<file path="config.mk">
export PLATFORM = sky130hd
export DESIGN_NAME = ep_handshake_ctrl
export DESIGN_NICKNAME = d
export VERILOG_FILES = /design/src/rtl/ep_hs_pkg.sv /design/src/rtl/ep_hs_state.sv /design/src/rtl/ep_hs_decide.sv /design/src/rtl/ep_handshake_ctrl.sv
export SDC_FILE = /design/constraint.sdc
export NUM_CORES = 1
export LEC_CHECK = 0
export BUFFER_PORTS_ARGS = -buffer_cell sky130_fd_sc_hd__buf_2
export CORE_AREA = 2 2 63 65
export DETAILED_ROUTE_END_ITERATION = 12
export DIE_AREA = 0 0 65 67
export GPL_TIMING_DRIVEN = 0
export PLACE_DENSITY = 0.6
export SETUP_SLACK_MARGIN = 0.5
export SYNTH_ARGS = -nofsm -noshare
export SYNTH_HDL_FRONTEND = slang
export SYNTH_SLANG_ARGS = --single-unit
</file>
<file path="constraint.sdc">
create_clock -name clk -period 3.1 [get_ports clk]
set_input_delay 0 -clock clk [delete_from_list [all_inputs] [get_ports clk]]
set_output_delay 0 -clock clk [all_outputs]
set_load 0.05 [all_outputs]
</file>
<file path="src/rtl/ep_hs_pkg.sv">
package ep_hs_pkg;

  localparam int EP_IDX_W = 4;

  typedef enum logic [2:0] {
    EV_OUT   = 3'd0,
    EV_SETUP = 3'd1,
    EV_IN    = 3'd2,
    EV_PING  = 3'd3,
    EV_INACK = 3'd4
  } ev_kind_t;

  typedef enum logic [2:0] {
    RSP_ACK   = 3'd0,
    RSP_NAK   = 3'd1,
    RSP_NYET  = 3'd2,
    RSP_STALL = 3'd3,
    RSP_NONE  = 3'd4
  } rsp_code_t;

  // strobes from the decision logic to the endpoint state store
  typedef struct packed {
    logic                hit;
    logic [EP_IDX_W-1:0] ep;
    logic                setupClr;
    logic                flipOut;
    logic                flipIn;
  } ep_upd_t;

endpackage

</file>
<file path="src/rtl/ep_hs_state.sv">
module ep_hs_state
  import ep_hs_pkg::*;
#(
  parameter int NUM_EP = 4,
  localparam int EP_W = (NUM_EP > 1) ? $clog2(NUM_EP) : 1
) (
  input  logic              clk,
  input  logic              rst_n,
  input  ep_upd_t           upd,
  input  logic              cfgWrEn,
  input  logic [EP_W-1:0]   cfgEp,
  input  logic              cfgStallOut,
  input  logic              cfgStallIn,
  input  logic              cfgInhibit,
  input  logic              cfgTogRstOut,
  input  logic              cfgTogRstIn,
  output logic [NUM_EP-1:0] stallOutV,
  output logic [NUM_EP-1:0] stallInV,
  output logic [NUM_EP-1:0] togOutV,
  output logic [NUM_EP-1:0] togInV,
  output logic [NUM_EP-1:0] inhV
);

  for (genvar i = 0; i < NUM_EP; i++) begin : gEp
    logic evHit;
    logic wrHit;
    logic nStallOut, nStallIn, nTogOut, nTogIn, nInh;

    assign evHit = upd.hit && (upd.ep == EP_IDX_W'(i));
    assign wrHit = cfgWrEn && (cfgEp == EP_W'(i));

    // event effects first, software write applied on top
    always_comb begin
      nStallOut = stallOutV[i];
      nStallIn  = stallInV[i];
      nTogOut   = togOutV[i];
      nTogIn    = togInV[i];
      nInh      = inhV[i];
      if (evHit) begin
        if (upd.setupClr) begin
          nStallOut = 1'b0;
          nStallIn  = 1'b0;
          nTogOut   = 1'b1;
          nTogIn    = 1'b1;
        end
        if (upd.flipOut) nTogOut = ~togOutV[i];
        if (upd.flipIn)  nTogIn  = ~togInV[i];
      end
      if (wrHit) begin
        nStallOut = cfgStallOut;
        nStallIn  = cfgStallIn;
        nInh      = cfgInhibit;
        if (cfgTogRstOut) nTogOut = 1'b0;
        if (cfgTogRstIn)  nTogIn  = 1'b0;
      end
    end

    always_ff @(posedge clk) begin
      if (!rst_n) begin
        stallOutV[i] <= 1'b0;
        stallInV[i]  <= 1'b0;
        togOutV[i]   <= 1'b0;
        togInV[i]    <= 1'b0;
        inhV[i]      <= 1'b0;
      end else begin
        stallOutV[i] <= nStallOut;
        stallInV[i]  <= nStallIn;
        togOutV[i]   <= nTogOut;
        togInV[i]    <= nTogIn;
        inhV[i]      <= nInh;
      end
    end
  end

endmodule

</file>
<file path="src/rtl/ep_hs_decide.sv">
module ep_hs_decide
  import ep_hs_pkg::*;
#(
  parameter int              NUM_EP    = 4,
  parameter logic [NUM_EP-1:0] CTRL_MASK = 1,
  localparam int EP_W = (NUM_EP > 1) ? $clog2(NUM_EP) : 1
) (
  input  logic              clk,
  input  logic              rst_n,
  input  logic              evValid,
  input  logic [2:0]        evKind,
  input  logic [EP_W-1:0]   evEp,
  input  logic              evPid,
  input  logic              bufReady,
  input  logic              bufNext,
  input  logic              highSpeed,
  input  logic [NUM_EP-1:0] stallOutV,
  input  logic [NUM_EP-1:0] stallInV,
  input  logic [NUM_EP-1:0] togOutV,
  input  logic [NUM_EP-1:0] togInV,
  input  logic [NUM_EP-1:0] inhV,
  output ep_upd_t           upd,
  output logic              respValid,
  output logic [2:0]        respCode,
  output logic              rxAccept,
  output logic              rxDiscard,
  output logic              txPid
);

  logic      epOk;
  logic      isCtrl, sOut, sIn, tOut, tIn, inh;
  logic      nValid, nAcc, nDis, nTx;
  rsp_code_t nCode;

  assign epOk   = (int'(evEp) < NUM_EP);
  assign isCtrl = epOk && CTRL_MASK[evEp];
  assign sOut   = epOk && stallOutV[evEp];
  assign sIn    = epOk && stallInV[evEp];
  assign tOut   = epOk && togOutV[evEp];
  assign tIn    = epOk && togInV[evEp];
  assign inh    = epOk && inhV[evEp];

  // received data past the stall check: PID check, then buffer state
  task automatic dataRx(output rsp_code_t code, output logic acc,
                        output logic dis, output logic flip);
    acc  = 1'b0;
    dis  = 1'b0;
    flip = 1'b0;
    if (!inh && (evPid != tOut)) begin
      code = RSP_ACK;
      dis  = 1'b1;
    end else if (!bufReady) begin
      code = RSP_NAK;
    end else begin
      acc  = 1'b1;
      flip = 1'b1;
      code = (highSpeed && !bufNext) ? RSP_NYET : RSP_ACK;
    end
  endtask

  always_comb begin
    logic fo;
    nValid = 1'b0;
    nCode  = RSP_NONE;
    nAcc   = 1'b0;
    nDis   = 1'b0;
    nTx    = txPid;
    fo     = 1'b0;
    upd    = '0;
    upd.ep = EP_IDX_W'(evEp);
    if (evValid && epOk) begin
      nValid = 1'b1;
      unique case (evKind)
        EV_SETUP: begin
          if (isCtrl) begin
            nCode        = RSP_ACK;
            nAcc         = 1'b1;
            upd.setupClr = 1'b1;
          end else if (sOut) begin
            nCode = RSP_STALL;
          end else begin
            dataRx(nCode, nAcc, nDis, fo);
          end
        end
        EV_OUT: begin
          if (sOut) nCode = RSP_STALL;
          else      dataRx(nCode, nAcc, nDis, fo);
        end
        EV_PING: begin
          if (sOut)          nCode = RSP_STALL;
          else if (bufReady) nCode = RSP_ACK;
          else               nCode = RSP_NAK;
        end
        EV_IN: begin
          if (sIn) begin
            nCode = RSP_STALL;
          end else if (bufReady) begin
            nCode = RSP_NONE;
            nTx   = tIn;
          end else begin
            nCode = RSP_NAK;
          end
        end
        EV_INACK: begin
          nCode      = RSP_NONE;
          upd.flipIn = 1'b1;
        end
        default: nValid = 1'b0;
      endcase
      upd.flipOut = fo;
      upd.hit     = nValid;
    end
  end

  always_ff @(posedge clk) begin
    if (!rst_n) begin
      respValid <= 1'b0;
      respCode  <= RSP_NONE;
      rxAccept  <= 1'b0;
      rxDiscard <= 1'b0;
      txPid     <= 1'b0;
    end else begin
      respValid <= nValid;
      respCode  <= nCode;
      rxAccept  <= nAcc;
      rxDiscard <= nDis;
      txPid     <= nTx;
    end
  end

endmodule

</file>
<file path="src/rtl/ep_handshake_ctrl.sv">
module ep_handshake_ctrl
  import ep_hs_pkg::*;
#(
  parameter int                NUM_EP    = 4,
  parameter logic [NUM_EP-1:0] CTRL_MASK = 1,
  localparam int EP_W = (NUM_EP > 1) ? $clog2(NUM_EP) : 1
) (
  input  logic            clk,
  input  logic            rst_n,
  input  logic            evValid,
  input  logic [2:0]      evKind,
  input  logic [EP_W-1:0] evEp,
  input  logic            evPid,
  input  logic            bufReady,
  input  logic            bufNext,
  input  logic            highSpeed,
  input  logic            cfgWrEn,
  input  logic [EP_W-1:0] cfgEp,
  input  logic            cfgStallOut,
  input  logic            cfgStallIn,
  input  logic            cfgInhibit,
  input  logic            cfgTogRstOut,
  input  logic            cfgTogRstIn,
  output logic            respValid,
  output logic [2:0]      respCode,
  output logic            rxAccept,
  output logic            rxDiscard,
  output logic            txPid
);

  ep_upd_t           upd;
  logic [NUM_EP-1:0] stallOutV, stallInV, togOutV, togInV, inhV;

  ep_hs_decide #(.NUM_EP(NUM_EP), .CTRL_MASK(CTRL_MASK)) uDecide (
    .clk(clk), .rst_n(rst_n),
    .evValid(evValid), .evKind(evKind), .evEp(evEp), .evPid(evPid),
    .bufReady(bufReady), .bufNext(bufNext), .highSpeed(highSpeed),
    .stallOutV(stallOutV), .stallInV(stallInV), .togOutV(togOutV),
    .togInV(togInV), .inhV(inhV), .upd(upd),
    .respValid(respValid), .respCode(respCode), .rxAccept(rxAccept),
    .rxDiscard(rxDiscard), .txPid(txPid)
  );

  ep_hs_state #(.NUM_EP(NUM_EP)) uState (
    .clk(clk), .rst_n(rst_n), .upd(upd),
    .cfgWrEn(cfgWrEn), .cfgEp(cfgEp), .cfgStallOut(cfgStallOut),
    .cfgStallIn(cfgStallIn), .cfgInhibit(cfgInhibit),
    .cfgTogRstOut(cfgTogRstOut), .cfgTogRstIn(cfgTogRstIn),
    .stallOutV(stallOutV), .stallInV(stallInV), .togOutV(togOutV),
    .togInV(togInV), .inhV(inhV)
  );

endmodule

</file>
==> results.json, run 1 <==
{
  "crit_path_max_fanout": 5,
  "cts_sinks": 27,
  "synth_xor_area_frac": 0.0125,
  "ys_seq_area_frac": 0.385,
  "fin_nets": 218,
  "seqPwrFrac": 0.549,
  "clk_latency_ns": 0.27,
  "dpl.hpwl_mm": 2.57,
  "setup_viol": 0,
  "drtAntennaViolNets": 0,
  "p_int_mw": 0.487,
  "netlist_area_sq_mm": 0.00141,
  "core_sq_mm": 0.00361,
  "grt_antenna_before_repair": 0,
  "period_minus_slack_ns": 2.21,
  "initial_core_util": 0.390,
  "worst-path-buf-inv": 1,
  "synthArstFlopShare": 0,
  "dieArea_sq_mm": 0.00436,
  "syn_to_final_growth_pct": 20.3,
  "synth_top_family_by_area": "simple AND/OR/NAND/NOR gates",
  "hp-class": "input port to register",
  "critPathArrivalTime_ns": 2.38,
  "ys_types": 38,
  "synthAdderAreaFrac": 0,
  "tightest_slew_ns": 1.03,
  "cp_slowest_cell": "dlygate4sd3_1",
  "row_count": 22,
  "ys.flop_type": "dfxtp_1",
  "antenna-diode-count": 0,
  "status": "complete, no violations",
  "cts.root.buffer_cell": "clkbuf_8",
  "critPathMaxStageDelay_ns": 0.54,
  "synth_fp_nets": 182,
  "clockBufferDepth": 2,
  "p_leak_nw": 0.700,
  "p_sw_mw": 0.165,
  "synth-edff-count": 0,
  "gr-total-overflow": 0,
  "start_kind": "register",
  "yosysMostFrequentCell": "dfxtp_1",
  "dr.first_iter.drc_count": 92,
  "synth_area_leaders": "dfxtp_1 (38%), mux2i_1 (8.5%), nand2_1 (6.7%)",
  "hold_violations": 0,
  "yosysWarnings": 0,
  "cp_top_family": "simple AND/OR/NAND/NOR gates",
  "endpoint_kind": "register",
  "rsz0062_at_grt": "false",
  "fp.dieH_um": 67,
  "drc_errors": 0,
  "power_density_mw_per_mm2": 385,
  "path_clk_slew_ns": 0.09,
  "ios": 27,
  "synth-compound-area-share": 0.0980,
  "drive_gt1_frac": 0.198,
  "required_ns": 3.26,
  "synth_top_area_cell": "dfxtp_1",
  "finalSetupTns_ns": 0,
  "fmax_mhz": 452,
  "synth_common_cells": "dfxtp_1 (27), nand2_1 (25), mux2i_1 (12), nor2_1 (12), nor2b_1 (8)",
  "synth-seq-cells": 27,
  "worst_ir_drop_vdd_mv": 0.181,
  "post_cts_resized": 0,
  "swShare": 0.253,
  "fin_skew_ns": 0.00126,
  "cap_violations": 0,
  "routed_wirelength_mm": 3.33,
  "synthCells": 162,
  "synth_top_area_share": 0.385,
  "tritoncts": "yes",
  "io_buffers": 26,
  "muxShareOfSynthArea": 0.158,
  "grt_max_degree": 15,
  "synth.avg_cell_area_sq_um": 8.67,
  "power_mw": 0.652,
  "vias": 1285,
  "drv_slew": 0,
  "groute.usage.overall": 0.160,
  "p_clk_frac": 0.298,
  "crit_path_cell_trace": "mux2_2, or4_1, and4_1, a31oi_1, nor4_1, dlygate4sd3_1",
  "hold_ws_ns": 0.00843,
  "numCtsBuffers": 3,
  "combPwrFrac": 0.153,
  "gp_congestion": 0.761,
  "grt_pass1_wl_mm": 5.37,
  "crit_type": "register to register",
  "fp.dieW_um": 65,
  "first_global_vias": 1181,
  "period_share": 0.714,
  "htreeDepth": 1,
  "drt_pass1_iterations": 4,
  "synth-simple-area-share": 0.322,
  "avgRoutedWirePerCell_um": 13.6,
  "relSlewSlack": 0.311,
  "vias_per_cell": 5.24
}
-- timing repair --
action | in CTS | in global routing
endpoints found under the hold margin | 3 | 0
hold buffers | 5 | 0
buffers inserted | 0 | 0
-- final cells by class --
| cell class | count | area (sq um) |
|---|---|---|
| inverters | 5 | 18.8 |
| well taps | 48 | 60.1 |
| flip-flops and latches | 27 | 541 |
| repair buffers | 31 | 180 |
| fillers | 372 | 1920 |
| clock buffers | 4 | 45.0 |
| plain buffers | 4 | 16.3 |
| multi-input cells | 126 | 830 |
-- through the flow --
stage | setup WS (ns) | utilization | cell area, sq um | cells
after CTS | 0.892 | 0.469 | 1690 | 245
final | 0.886 | 0.469 | 1690 | 245
after floorplan | 1.29 | - | 1410 | 162
after global routing | 0.806 | 0.469 | 1690 | 245
after detailed placement | 1.22 | 0.442 | 1600 | 236
after global placement | 1.22 | 0.442 | 1600 | 236
-- power groups by stage --
| stage | logic, mW | clock network (mW) | registers, mW |
|---|---|---|---|
| detailed placement | 0.0960 | 0 | 0.366 |
| floorplan | 0.0512 | 0 | 0.372 |
| CTS | 0.0995 | 0.201 | 0.358 |
| global route | 0.110 | 0.217 | 0.359 |
| finish | 0.0995 | 0.194 | 0.358 |
| global placement | 0.0938 | 0 | 0.366 |
-- cell families after synthesis --
family          count (synthesis)
simple gates                   85
flops                          27
compound gates                 21
mux                            18
buf+inv                         9
xor+xnor                        2
-- cell usage in the layout (no fill, tap or decap), types with 2 or more instances in the layout --
cell type      instances
nor3_1                 3
nand4b_1               2
mux4_2                 3
nand2b_1               6
and3_1                 2
nand3_1                6
mux2_2                 3
mux2i_1               12
nand2_1               25
nor4_1                 4
clkbuf_1               4
nand3b_1               2
o21ai_0                7
inv_1                  5
or3_1                  2
and2_1                 2
dfxtp_1               27
buf_2                 27
a21boi_0               4
nand4_1                3
nor3b_1                3
clkbuf_8               3
a21oi_1                3
dlygate4sd3_1          5
nor2b_1                8
nor2_1                12
-- path summary, 6_finish.rpt --
path | start | endpoint | slack (ns) | cells after the start
max | uState.inhV[2]$_SDFFE_PN0P_ | uDecide.rxAccept$_SDFF_PN0_ | 0.89 | 6
min | cfgInhibit | uState.inhV[1]$_SDFFE_PN0P_ | 0.008 | 3
max reg2reg | uState.inhV[2]$_SDFFE_PN0P_ | uDecide.rxAccept$_SDFF_PN0_ | 0.89 | 6
min reg2reg | uDecide.txPid$_SDFFE_PN0P_ | uDecide.txPid$_SDFFE_PN0P_ | 0.47 | 2
-- layer usage --
layer / GRT usage / up-vias / share of wire / wire [um]
met1: 0.211 / 592 / 0.46 / 1540
met2: 0.276 / 43 / 0.46 / 1540
li1: - / 646 / - / -
met3: 0.0220 / 4 / 0.064 / 212
met4: 0.0399 / 0 / 0.010 / 34
met5: 0 / - / 0 / 0
-- tightest hold or removal path: cells and delay by family --
kind	cells	cell delay, ns
and+or+nand+nor	1	0.05
buffers and inverters	1	0.12
AOI/OAI and AO/OA	1	0.06
-- registers in the layout, indices dropped and copies added, names as in the netlist --
register	flops
uDecide.respCode	3
uDecide.respValid	1
uDecide.rxAccept	1
uDecide.rxDiscard	1
uDecide.txPid	1
uState.inhV	4
uState.stallInV	4
uState.stallOutV	4
uState.togInV	4
uState.togOutV	4
(Power assumes the default switching activity.)
==> run 2: changes to the inputs <==
--- a/config.mk
+++ b/config.mk
@@ -5,12 +5,13 @@
 export SDC_FILE = /design/constraint.sdc
 export NUM_CORES = 1
 export LEC_CHECK = 0
+export ABC_AREA = 1
 export BUFFER_PORTS_ARGS = -buffer_cell sky130_fd_sc_hd__buf_2
 export CORE_AREA = 2 2 63 65
 export DETAILED_ROUTE_END_ITERATION = 12
 export DIE_AREA = 0 0 65 67
 export GPL_TIMING_DRIVEN = 0
-export PLACE_DENSITY = 0.6
+export PLACE_DENSITY = 0.63
 export SETUP_SLACK_MARGIN = 0.5
 export SYNTH_ARGS = -nofsm -noshare
 export SYNTH_HDL_FRONTEND = slang
==> constraint.sdc (replaced) <==
create_clock -name clk -period 1.9 [get_ports clk]
set_input_delay 0 -clock clk [delete_from_list [all_inputs] [get_ports clk]]
set_output_delay 0 -clock clk [all_outputs]
set_load 0.05 [all_outputs]
==> results.json, run 2 <==
{
  "synthArstFlopShare": 0,
  "top_layer": "met4",
  "yosysMostFrequentCell": "nand2_1",
  "ys_types": 25,
  "critPathMaxStageDelay_ns": 0.31,
  "fin_skew_ns": 0.00947,
  "cap_violations": 0,
  "multi_input_area_sq_um": 779,
  "relSlewSlack": 0.649,
  "row_count": 22,
  "drive_gt1_frac": 0.183,
  "dpl.hpwl_mm": 2.86,
  "first_global_vias": 1327,
  "p_sw_mw": 0.314,
  "fp.dieH_um": 67,
  "holdPathEnd": "uState.stallInV[3]$_SDFFE_PN0P_",
  "ys_seq_area_frac": 0.376,
  "whs_path_depth": 3,
  "dpl_cell_area_sq_mm": 0.00161,
  "layout_common_cells": "nand2_1 (45), nor2_1 (33), inv_1 (29)",
  "tritoncts": "yes",
  "antenna-diode-count": 0,
  "swShare": 0.283,
  "seqCellArea_sq_um": 544,
  "required_ns": 2.07,
  "synth_fp_nets": 240,
  "io_buffers": 23,
  "min_from": "cfgStallIn",
  "avgRoutedWirePerCell_um": 12.1,
  "crit_path_cell_trace": "inv_1, nor2_1, a21oi_2, nand2_2, nor2_4, buf_12, nand4_1, nand2_1, a21oi_1",
  "gp_congestion": 0.828,
  "synth_top_area_share": 0.376,
  "fmax_mhz": 763,
  "initial_core_util": 0.399,
  "p_int_mw": 0.795,
  "worstRegToRegCells": 9,
  "path_clk_slew_ns": 0.10,
  "final_util": 0.481,
  "cts.root.buffer_cell": "clkbuf_8",
  "netlist_area_sq_mm": 0.00144,
  "synth-edff-count": 0,
  "grt_antenna_before_repair": 0,
  "reg2reg_slack_ns": 0.59,
  "wl_met2_mm": 1.68,
  "grt_max_degree": 15,
  "hp-class": "input port to register",
  "power_mw": 1.11,
  "groute.usage.overall": 0.177,
  "finalSetupTns_ns": 0,
  "p_clk_frac": 0.302,
  "fin_area_sq_mm": 0.00173,
  "tightest_slew_ns": 0.523,
  "layout_commonest_cell": "nand2_1",
  "numCtsBuffers": 3,
  "crit_start": "uState.stallOutV[3]$_SDFFE_PN0P_",
  "synth.avg_cell_area_sq_um": 6.54,
  "crit_path_max_fanout": 5,
  "met1Wirelength_mm": 1.76,
  "rr_endpoint": "uState.togOutV[3]$_SDFF_PN0_",
  "setup_viol": 0,
  "met3_length_um": 136,
  "start_kind": "register",
  "fill_cells": 381,
  "rr_startpoint": "uState.stallOutV[3]$_SDFFE_PN0P_",
  "power_density_mw_per_mm2": 640,
  "hold_violations": 0,
  "ys.flop_type": "dfxtp_1",
  "period_share": 0.690,
  "fin_nets": 272,
  "drt_pass1_iterations": 4,
  "drtAntennaViolNets": 0,
  "dr.first_iter.drc_count": 82,
  "dieArea_sq_mm": 0.00436,
  "syn_to_final_growth_pct": 20.5,
  "vias": 1485,
  "htreeDepth": 1,
  "yosysWarnings": 0,
  "synth_area_leaders": "dfxtp_1 (38%), nand2_1 (12%), nor2_1 (8.9%)",
  "p_leak_nw": 0.769,
  "drc_errors": 0,
  "synthCells": 220,
  "vias_per_cell": 4.97,
  "grt_pass1_wl_mm": 6.03,
  "critPathArrivalTime_ns": 1.48,
  "drv_slew": 0,
  "gr-total-overflow": 0,
  "seqPwrFrac": 0.532,
  "cts_sinks": 27,
  "endpoint_kind": "register",
  "rsz0062_at_grt": "true",
  "period_minus_slack_ns": 1.31,
  "worst_ir_drop_vdd_mv": 0.357,
  "clk_latency_ns": 0.28,
  "cp_slowest_cell": "dfxtp_1",
  "status": "complete, no violations",
  "synth_common_cells": "nand2_1 (46), nor2_1 (34), inv_1 (29), dfxtp_1 (27), o21ai_0 (20)",
  "clockBufferDepth": 2,
  "core_sq_mm": 0.00361,
  "routed_wirelength_mm": 3.61,
  "ios": 27,
  "synth-seq-cells": 27,
  "fp.dieW_um": 65,
  "synth_top_area_cell": "dfxtp_1",
  "combPwrFrac": 0.166,
  "crit_type": "register to register"
}
==> run 2: worst max path at each step <==
stage                                          end  slack, ns  cells past startpoint
finish                uState.togOutV[3]$_SDFF_PN0_       0.59                      9
global route          uState.togOutV[3]$_SDFF_PN0_       0.50                      9
CTS                 uDecide.respCode[1]$_SDFF_PN0_       0.61                      8
detailed placement     uState.togInV[3]$_SDFF_PN0_       0.49                      8
global placement       uState.togInV[3]$_SDFF_PN0_       0.49                      8
floorplan           uDecide.respCode[1]$_SDFF_PN0_       0.79                      9
==> run 2: logic make-up after synthesis <==
| kind of cell | after synthesis | share of synthesized area |
|---|---|---|
| compound gates | 42 | 0.165 |
| buf+inv | 35 | 0.0974 |
| flops | 27 | 0.376 |
| simple gates | 116 | 0.362 |
==> run 2: what timing repair did <==
item / CTS / global route
hold buffers: 3 / 0
resized for setup: 0 / 8
endpoints found under the hold margin: 4 / 0
buffers inserted: 0 / 1
setup endpoints to repair: 0 / 4
==> run 2: metal layers <==
| metal | vias to the layer above | track usage |
|---|---|---|
| met5 | - | 0 |
| met4 | 0 | 0.0319 |
| met3 | 5 | 0.0236 |
| met2 | 33 | 0.300 |
| met1 | 662 | 0.240 |
| li1 | 785 | - |
==> run 2: cell type report <==
type	instances	share of cell area
buffer	4	0.0137
clock buffer	4	0.0260
inverter	31	0.0671
multi-input combinational	158	0.449
sequential	27	0.314
tap	48	0.0346
timing repair buffer	27	0.0952
==> run 2: power groups by stage <==
stage	registers, mW	clock network [mW]	logic (mW)
3_3_place_gp	0.603	0	0.168
4_1_cts	0.590	0.343	0.173
3_5_place_dp	0.603	0	0.168
5_1_grt	0.592	0.362	0.206
2_1_floorplan	0.613	0	0.0999
6_report	0.590	0.335	0.184
==> run 2: worst max-delay path: cells and delay by family, from the launching register on <==
| family | cells | cell delay (ns) |
|---|---|---|
| AO/OA/AOI/OAI | 2 | 0.19 |
| buffers and inverters | 2 | 0.19 |
| AND/OR/NAND/NOR | 5 | 0.52 |
| flip-flops | 1 | 0.31 |
==> run 2: per-stage QoR <==
step | instances | setup slack (ns) | hold WS [ns]
floorplan | 220 | 0.794 | 0.0894
global placement | 291 | 0.490 | 0.214
detailed placement | 291 | 0.490 | 0.216
CTS | 298 | 0.607 | 0.000560
global route | 299 | 0.497 | 0.0256
finish | 299 | 0.590 | 0.00794
